### src/rtl/ide_dec_pkg.sv
package ide_dec_pkg;
  localparam int NUM_WIN = 5;
  localparam int IDX_W   = 3;
  localparam int DATA_W  = 32;

  typedef enum logic [IDX_W-1:0] {
    WIN_CMD0 = 3'd0,
    WIN_CMD1 = 3'd1,
    WIN_CTL0 = 3'd2,
    WIN_CTL1 = 3'd3,
    WIN_BM   = 3'd4
  } win_e;

  // number of address bits ignored by each window
  function automatic int win_low_bits(input int w);
    if (w < 2)      return 3;
    else if (w < 4) return 2;
    else            return 4;
  endfunction
endpackage

### src/rtl/ide_base_bank.sv
module ide_base_bank #(
  parameter int ADDR_W = 32,
  parameter int NUM    = 5,
  parameter int IDX_W  = 3
) (
  input  logic              clk,
  input  logic              rst_n,
  input  logic              ld,
  input  logic [IDX_W-1:0]  ld_idx,
  input  logic [ADDR_W-1:0] ld_data,
  output logic [ADDR_W-1:0] base_o [NUM]
);
  for (genvar i = 0; i < NUM; i++) begin : g_slot
    always_ff @(posedge clk or negedge rst_n) begin
      if (!rst_n)
        base_o[i] <= '0;
      else if (ld && ld_idx == IDX_W'(i))
        base_o[i] <= {ld_data[ADDR_W-1:2], 2'b00};
    end
  end
endmodule

### src/rtl/ide_win_cmp.sv
module ide_win_cmp #(
  parameter int ADDR_W = 32,
  parameter int LOW    = 3
) (
  input  logic [ADDR_W-1:0] addr,
  input  logic [ADDR_W-1:0] base,
  output logic              hit
);
  localparam logic [ADDR_W-1:0] KEEP = {ADDR_W{1'b1}} << LOW;
  assign hit = (addr & KEEP) == base;
endmodule

### src/rtl/ide_rsp_stage.sv
module ide_rsp_stage #(
  parameter int DATA_W = 32
) (
  input  logic              clk,
  input  logic              rst_n,
  input  logic              accept,
  input  logic              is_write,
  input  logic              hit_any,
  input  logic [1:0]        size,
  input  logic [DATA_W-1:0] raw,
  input  logic              rsp_ready,
  output logic              rsp_valid,
  output logic [DATA_W-1:0] rsp_rdata,
  output logic              rsp_claim,
  output logic              req_ready
);
  logic [DATA_W-1:0] sized;

  always_comb begin
    case (size)
      2'd0:    sized = {{(DATA_W-8){1'b0}},  raw[7:0]};
      2'd1:    sized = {{(DATA_W-16){1'b0}}, raw[15:0]};
      default: sized = raw;
    endcase
  end

  assign req_ready = !rsp_valid || rsp_ready;

  always_ff @(posedge clk or negedge rst_n) begin
    if (!rst_n) begin
      rsp_valid <= 1'b0;
      rsp_rdata <= '0;
      rsp_claim <= 1'b0;
    end else if (accept) begin
      rsp_valid <= 1'b1;
      rsp_claim <= hit_any;
      if (is_write)     rsp_rdata <= '0;
      else if (hit_any) rsp_rdata <= sized;
      else              rsp_rdata <= '1;
    end else if (rsp_ready) begin
      rsp_valid <= 1'b0;
    end
  end
endmodule

### src/rtl/ide_io_decoder.sv
module ide_io_decoder
  import ide_dec_pkg::*;
#(
  parameter int ADDR_W   = 32,
  parameter int CTRL_OFS = 8,
  localparam int OFS_RAW = $clog2(CTRL_OFS + 4),
  localparam int OFS_W   = (OFS_RAW > 4) ? OFS_RAW : 4
) (
  input  logic              clk,
  input  logic              rst_n,
  input  logic              cfg_ld,
  input  logic [2:0]        cfg_idx,
  input  logic [ADDR_W-1:0] cfg_base,
  input  logic              req_valid,
  output logic              req_ready,
  input  logic              req_write,
  input  logic [ADDR_W-1:0] req_addr,
  input  logic [1:0]        req_size,
  input  logic [31:0]       req_wdata,
  output logic [4:0]        tgt_sel,
  output logic              tgt_wr,
  output logic [OFS_W-1:0]  tgt_offset,
  output logic [31:0]       tgt_wdata,
  input  logic [31:0]       ch0_rdata,
  input  logic [31:0]       ch1_rdata,
  input  logic [7:0]        bm_rdata,
  output logic              rsp_valid,
  input  logic              rsp_ready,
  output logic [31:0]       rsp_rdata,
  output logic              rsp_claim
);
  logic [ADDR_W-1:0] base [NUM_WIN];
  logic [NUM_WIN-1:0] hit;
  win_e               win;
  logic               hit_any;
  logic               accept;
  logic [DATA_W-1:0]  raw;

  ide_base_bank #(.ADDR_W(ADDR_W), .NUM(NUM_WIN), .IDX_W(IDX_W)) u_bank (
    .clk(clk), .rst_n(rst_n), .ld(cfg_ld), .ld_idx(cfg_idx),
    .ld_data(cfg_base), .base_o(base)
  );

  for (genvar w = 0; w < NUM_WIN; w++) begin : g_win
    ide_win_cmp #(.ADDR_W(ADDR_W), .LOW(win_low_bits(w))) u_cmp (
      .addr(req_addr), .base(base[w]), .hit(hit[w])
    );
  end

  // lowest slot number wins
  always_comb begin
    win     = WIN_CMD0;
    hit_any = 1'b0;
    for (int w = NUM_WIN - 1; w >= 0; w--) begin
      if (hit[w]) begin
        win     = win_e'(w);
        hit_any = 1'b1;
      end
    end
  end

  assign accept = req_valid && req_ready;
  assign tgt_sel = (accept && hit_any) ? (5'b00001 << win) : 5'b00000;
  assign tgt_wr  = accept && req_write;

  always_comb begin
    case (win)
      WIN_CMD0, WIN_CMD1: tgt_offset = OFS_W'(req_addr[2:0]);
      WIN_CTL0, WIN_CTL1: tgt_offset = OFS_W'(CTRL_OFS) + OFS_W'(req_addr[1:0]);
      default:            tgt_offset = OFS_W'(req_addr[3:0]);
    endcase
  end

  assign tgt_wdata = (win == WIN_BM) ? {24'b0, req_wdata[7:0]} : req_wdata;

  always_comb begin
    case (win)
      WIN_CMD0, WIN_CTL0: raw = ch0_rdata;
      WIN_CMD1, WIN_CTL1: raw = ch1_rdata;
      default:            raw = {24'b0, bm_rdata};
    endcase
  end

  ide_rsp_stage #(.DATA_W(DATA_W)) u_rsp (
    .clk(clk), .rst_n(rst_n), .accept(accept), .is_write(req_write),
    .hit_any(hit_any), .size(req_size), .raw(raw), .rsp_ready(rsp_ready),
    .rsp_valid(rsp_valid), .rsp_rdata(rsp_rdata), .rsp_claim(rsp_claim),
    .req_ready(req_ready)
  );
endmodule

### config.mk
export PLATFORM = sky130hd
export DESIGN_NAME = ide_io_decoder
export DESIGN_NICKNAME = d
export VERILOG_FILES = /design/src/rtl/ide_dec_pkg.sv /design/src/rtl/ide_base_bank.sv /design/src/rtl/ide_win_cmp.sv /design/src/rtl/ide_rsp_stage.sv /design/src/rtl/ide_io_decoder.sv
export SDC_FILE = /design/constraint.sdc
export NUM_CORES = 1
export LEC_CHECK = 0
export BUFFER_PORTS_ARGS = -buffer_cell sky130_fd_sc_hd__buf_4
export CORE_ASPECT_RATIO = 2
export CORE_MARGIN = 2
export CORE_UTILIZATION = 55
export CTS_BUF_LIST = sky130_fd_sc_hd__clkbuf_4 sky130_fd_sc_hd__clkbuf_8
export CTS_CLUSTER_SIZE = 12
export DETAILED_ROUTE_END_ITERATION = 10
export GPL_TIMING_DRIVEN = 0
export PLACE_DENSITY_LB_ADDON = 0.1
export SYNTH_ARGS = -nofsm -noshare
export SYNTH_HDL_FRONTEND = slang
export SYNTH_SLANG_ARGS = --single-unit
### constraint.sdc
create_clock -name clk -period 2.8 [get_ports clk]
set_clock_uncertainty 0.05 [all_clocks]
set_input_delay 0.28 -clock clk [delete_from_list [all_inputs] [get_ports clk]]
set_output_delay 0.28 -clock clk [all_outputs]
set_load 0.02 [all_outputs]
; ---- After elaboration in Yosys (flattened, before gate mapping)
; Index checks and enable logic that the tools add are counted.
[totals]
regBits = 184
input_bits = 179
output_inout_bits = 77
[classes]
add_sub_neg = 1
n_eq_ne = 14
shift = 1
mux = 19
reduce_logical = 18
[op_table]
columns = operator, n
row1 = 30-bit equality test, 5
row2 = 32-bit one-hot mux with 2 select lines, 2
row3 = 32-bit two-way mux, 3
row4 = 3-bit two-way mux, 5
row5 = 3-bit by 2-bit equality test with 1-bit output (second input constant), 4
row6 = 1-bit logical AND, 8
row7 = 4-bit one-hot mux with 2 select lines, 1
row8 = 2-bit OR reduction, 4
row9 = 1-bit two-way mux, 7
row10 = 3-bit by 1-bit equality test with 1-bit output (second input constant), 2
row11 = 3-bit equality test (second input constant), 2
row12 = 3-bit zero test, 2
row13 = 5-bit two-way mux, 1
row14 = 1-bit by 3-bit << shifter with 5-bit output (first input constant), 1
row15 = 4-bit by 2-bit adder with 4-bit output (first input constant), 1
row16 = 2-bit by 1-bit equality test with 1-bit output (second input constant), 1
row17 = 2-bit zero test, 1
row18 = 2-bit nonzero test, 1
row19 = 1-bit zero test, 1
row20 = 1-bit logical OR, 1

; ---- Longest topological paths before layout
[depth]
word_depth = 12
mapped_depth = 10
ltp_nobuf = 8

; ---- Cells and area by module
; Synthesis repeated with hierarchy kept, for this count alone.
[hier_totals]
cells_unflattened = 800
area_unflattened_um2 = 9873.2
[modules_own_cells]
columns = module, instances, cells_each, area_each_um2, seq_area_each_um2
row1 = ide_base_bank, 1, 331, 5779.3, 3753.6
row2 = ide_rsp_stage, 1, 132, 1551.5, 850.8
row3 = ide_io_decoder, 1, 136, 913.4, 0.0
row4 = ide_win_cmp (g_win[2].u_cmp ...), 2, 41, 335.3, 0.0
row5 = ide_win_cmp (g_win[0].u_cmp ...), 2, 40, 320.3, 0.0
row6 = ide_win_cmp (g_win[4].u_cmp), 1, 39, 317.8, 0.0

; ---- Worst setup path before layout
; OpenSTA, ideal clock, no wires.
[synth_timing]
path_type = reg2out
start = register u_rsp.rsp_valid
end = output tgt_sel[1]
arrival_ps = 2115
slack_ps = 355
stages_incl_launch_ff = 7
n_path_buf = 3
path_cell_list = dfrtp_1 nand2b_1 nand2_1 clkbuf_1 clkbuf_1 clkbuf_1 nor4_1
[synth_between]
elab_chain_len = 5
[synth_lines]
columns = item, line
row1 = from (decl), ide_rsp_stage.sv:12  ; output logic rsp_valid,
row2 = from (signal assigned), ide_rsp_stage.sv:31  ; rsp_valid <= 1'b0;
row3 = from (signal assigned), ide_rsp_stage.sv:35  ; rsp_valid <= 1'b1;
row4 = from (signal assigned), ide_rsp_stage.sv:41  ; rsp_valid <= 1'b0;
row5 = 1-bit zero test, ide_rsp_stage.sv:27  ; assign req_ready = !rsp_valid || rsp_ready;
row6 = 1-bit logical OR, ide_rsp_stage.sv:27
row7 = named net req_ready, ide_io_decoder.sv:15  ; output logic req_ready,
row8 = 1-bit logical AND, ide_io_decoder.sv:62  ; assign accept = req_valid && req_ready;
row9 = 1-bit logical AND, ide_io_decoder.sv:63  ; assign tgt_sel = (accept && hit_any) ? (5'b00001 << win) : 5'b00000;
row10 = 5-bit two-way mux, ide_io_decoder.sv:63
row11 = to (decl), ide_io_decoder.sv:20  ; output logic [4:0] tgt_sel,
; The timed path passes the listed nets, and every way through them passes these cells.

; ---- Final worst setup path
[layout_timing]
start = register u_bank.base_o[87] (netlist bit)
end = output tgt_wdata[18]
[layout_between]
elab_chain_len = 6
[layout_lines]
columns = item, line
row1 = from (decl), ide_base_bank.sv:11  ; output logic [ADDR_W-1:0] base_o [NUM]
row2 = "from (signal, indexed assignment)", ide_base_bank.sv:18  ; base_o[i] <= {ld_data[ADDR_W-1:2], 2'b00};
row3 = 30-bit equality test, ide_win_cmp.sv:10  ; assign hit = (addr & KEEP) == base;
row4 = 3-bit two-way mux (3 in a row), ide_io_decoder.sv:55  ; if (hit[w]) begin
row5 = 3-bit equality test, ide_io_decoder.sv:74  ; assign tgt_wdata = (win == WIN_BM) ? {24'b0, req_wdata[7:0]} : req_wdata;
row6 = 32-bit two-way mux, ide_io_decoder.sv:74
row7 = to (decl), ide_io_decoder.sv:23  ; output logic [31:0] tgt_wdata,
; No other way between the ends.

==> results.toml <==
[min_path]
hp-class = "input port to register"

[global_route]
grt_usage = 0.308
grt_pass1_wl_mm = 41.4
grt_antenna_before_repair = 1
grt_overflow_total = 0
grt_max_degree = 97
grt_pass1_vias = 7599

[synth]
ys_ff_latch = 184
syn_area_per_cell_um2 = 12.3
netlist_area_um2 = 9410
synth_cell_types = 44
synthCells = 764
seq_area_frac_synth = 0.489
syn_nets = 943
ys_warn_count = 0

[clock_network]
clk_pin_slew_ps = 100
numCtsBuffers = 17
clk_path_buf_depth = 2
root_buffer = "clkbuf_8"
cts_tree = "done"
clk_latency_ps = 470
htree_levels = 4
cts.sink_count = 184

[power]
ir_worst_vdd_mv = 0.517
cellLeakagePower_nw = 5.68
p_per_area_nw_per_um2 = 590

[worst_setup_path]
worstPathMaxFanout = 10
worstPathRequired_ps = 2470
worst_ep_arrival_time_ps = 2790
setup.worst_path.end_class = "output pin"
cp-start-kind = "register"
path_class = "register to output pin"

[die]
die_area_um2 = 18200
core_area_um2 = 16800
die_height_um = 189
initial_core_util = 0.561
fp.dieW_um = 96.5
num_rows = 67
io_pins = 256

[route]
drt_iter0_markers = 332
drt_wl_total_mm = 28.3
vias_per_cell = 5.69
routed-via-count = 7230
ant_nets = 0
firstDrtPassIters = 5
drt_drc_violations_left = 0
routedWlPerCell_um = 22.2

[final_layout]
post-route-util = 0.763
fin_nets = 1229
drive_above_1_share = 0.526
n_fill_cell = 1151
area_delta_synth_final_pct = 35.9
fin_area_um2 = 12800

[flow_run]
cap_violations = 0

[sta]
whs_ps = 29.9
slew_headroom = 0.426
worst_pin_slew_ps = 861
max_freq_mhz = 321
min_period_ps = 3120
rsz0062_at_grt = "true"
setup-violations-final = 59
slew_viol_final = 0
finalHoldViolations = 0
fin_crit_sh = 1.11
setup_slack_ps = -318

[outcome]
violations = "setup timing"
outcome = "finished with violations"

[place]
place_hpwl_mm = 20.9
portBuffers = 214
finalWeightedCongestion = 0.919
place_area_um2 = 11300
## layout by cell type (no fill, tap or decap), types with 7 or more instances in the layout
cell / instances
clkbuf_1: 15
a22oi_2: 8
nor2b_4: 12
a221o_1: 24
clkbuf_8: 19
nor2b_2: 7
xor2_1: 63
dlygate4sd3_1: 23
nand4_1: 26
dfrtp_1: 184
buf_6: 32
buf_2: 26
o22ai_1: 7
xnor2_1: 67
o21ai_0: 8
nor4_1: 10
mux2_2: 150
or3_1: 8
nor2_1: 14
a22o_1: 16
buf_4: 231
nor4_2: 10
xnor2_2: 13
nand2_1: 12
a21oi_1: 8
## report_power, final
group	total [W]	internal (W)	leakage [nW]	switching, W
logic	0.00212	0.00114	3.28	0.000981
registers	0.00359	0.00321	2.20	0.000381
clock network	0.00183	0.000863	0.207	0.000970
total	0.00754	0.00521	5.68	0.00233
## cells in the mapped netlist (all sizes together)
cell | instances | area (µm²)
inv | 2 | 7.51
nand2b | 2 | 12.5
or3 | 9 | 56.3
nor2b | 24 | 150
nand3 | 1 | 5.00
nand4 | 27 | 175
o311ai | 1 | 8.76
clkbuf | 19 | 72.6
buf | 51 | 323
o22a | 1 | 10.0
nor4 | 22 | 165
nor4bb | 2 | 20.0
xor2 | 66 | 578
and2 | 1 | 6.26
nor4b | 1 | 8.76
xnor2 | 80 | 701
and3 | 1 | 6.26
nand2 | 14 | 52.6
o21ai | 10 | 57.6
a221o | 24 | 240
nor3 | 5 | 30.0
nand4b | 1 | 8.76
a22o | 16 | 140
a22oi | 8 | 60.1
dfrtp | 184 | 4600
and4 | 2 | 18.8
a21oi | 10 | 53.8
o22ai | 8 | 50.1
a21boi | 1 | 7.51
nor2 | 21 | 88.8
mux2 | 150 | 1690
## critical path, stage by stage (launching register included)
cell	delay (ps)
dfrtp_1	420
xnor2_2	200
nand4_1	270
nor4_4	400
nand4_1	190
nand2_2	170
nor3_4	60
buf_8	150
buf_12	150
nor2b_1	130
buf_4	170
## routing by layer
layer | global-route usage | vias to the layer above | routed length (µm)
met2 | 0.565 | 266 | 15400
met5 | 0 | - | 0
met3 | 0.0541 | 75 | 1550
li1 | - | 3282 | -
met1 | 0.320 | 3607 | 9660
met4 | 0.162 | 0 | 1660
## cells by family (layout without fill, tap and decap cells)
family	after synthesis	after routing	share of synthesized area
buffers and inverters	72	371	0.0428
flip-flops	184	184	0.489
XOR/XNOR	146	146	0.136
AND/OR/NAND/NOR	133	133	0.0855
other	0	1	0
multiplexers	150	150	0.180
AO/OA/AOI/OAI	79	79	0.0668
## cell type report
cell class              instances  area (µm²)  share of cell area
multi-input cells             508        4860               0.380
flip-flops and latches        184        4600               0.360
repair buffers                269        2200               0.172
plain buffers                  68         439              0.0343
clock buffers                  20         269              0.0210
well taps                     207         259              0.0203
clock inverters                12         143              0.0112
inverters                       2        10.0            0.000783
diodes                          1        2.50            0.000196
## path summary, 6_finish.rpt
path	start	to	slack [ps]	cells after the start
max in group asynchronous	rst_n	u_bank.base_o[27]$_DFFE_PN0P_	1390	3
worst min register to register	u_rsp.rsp_claim$_DFFE_PN0P_	u_rsp.rsp_claim$_DFFE_PN0P_	440	2
worst max-delay path	u_bank.base_o[87]$_DFFE_PN0P_	tgt_wdata[18]	-320	10
worst max register to register	u_bank.base_o[16]$_DFFE_PN0P_	u_rsp.rsp_rdata[29]$_DFFE_PN0P_	-210	12
min in group asynchronous	rst_n	u_rsp.rsp_rdata[30]$_DFFE_PN0P_	390	2
worst min-delay path	ch1_rdata[12]	u_rsp.rsp_rdata[12]$_DFFE_PN0P_	30	3
## flip-flops by register name, summed over array words and instances, names as in the netlist
| register | cells |
|---|---|
| u_bank.base_o | 150 |
| u_rsp.rsp_claim | 1 |
| u_rsp.rsp_rdata | 32 |
| u_rsp.rsp_valid | 1 |
## timing repair
item | in CTS | in global routing
pin swaps | 39 | 53
setup buffers | 18 | 21
gates cloned | 1 | 0
gates resized for setup | 47 | 90
hold buffers | 23 | 0
setup endpoints to repair | 51 | 63
hold endpoints to repair | 116 | 0
## stage by stage
step	setup WS (ps)	total power, W	setup TNS, ps	instances
CTS	-286	0.00749	-6800	1256
finish	-318	0.00754	-11540	1271
floorplan	355	0.00479	0	764
global placement	-448	0.00552	-12160	1185
detailed placement	-443	0.00560	-11720	1186
global route	-444	0.00790	-15610	1270
Note: power is estimated with default switching activity, not from simulation.
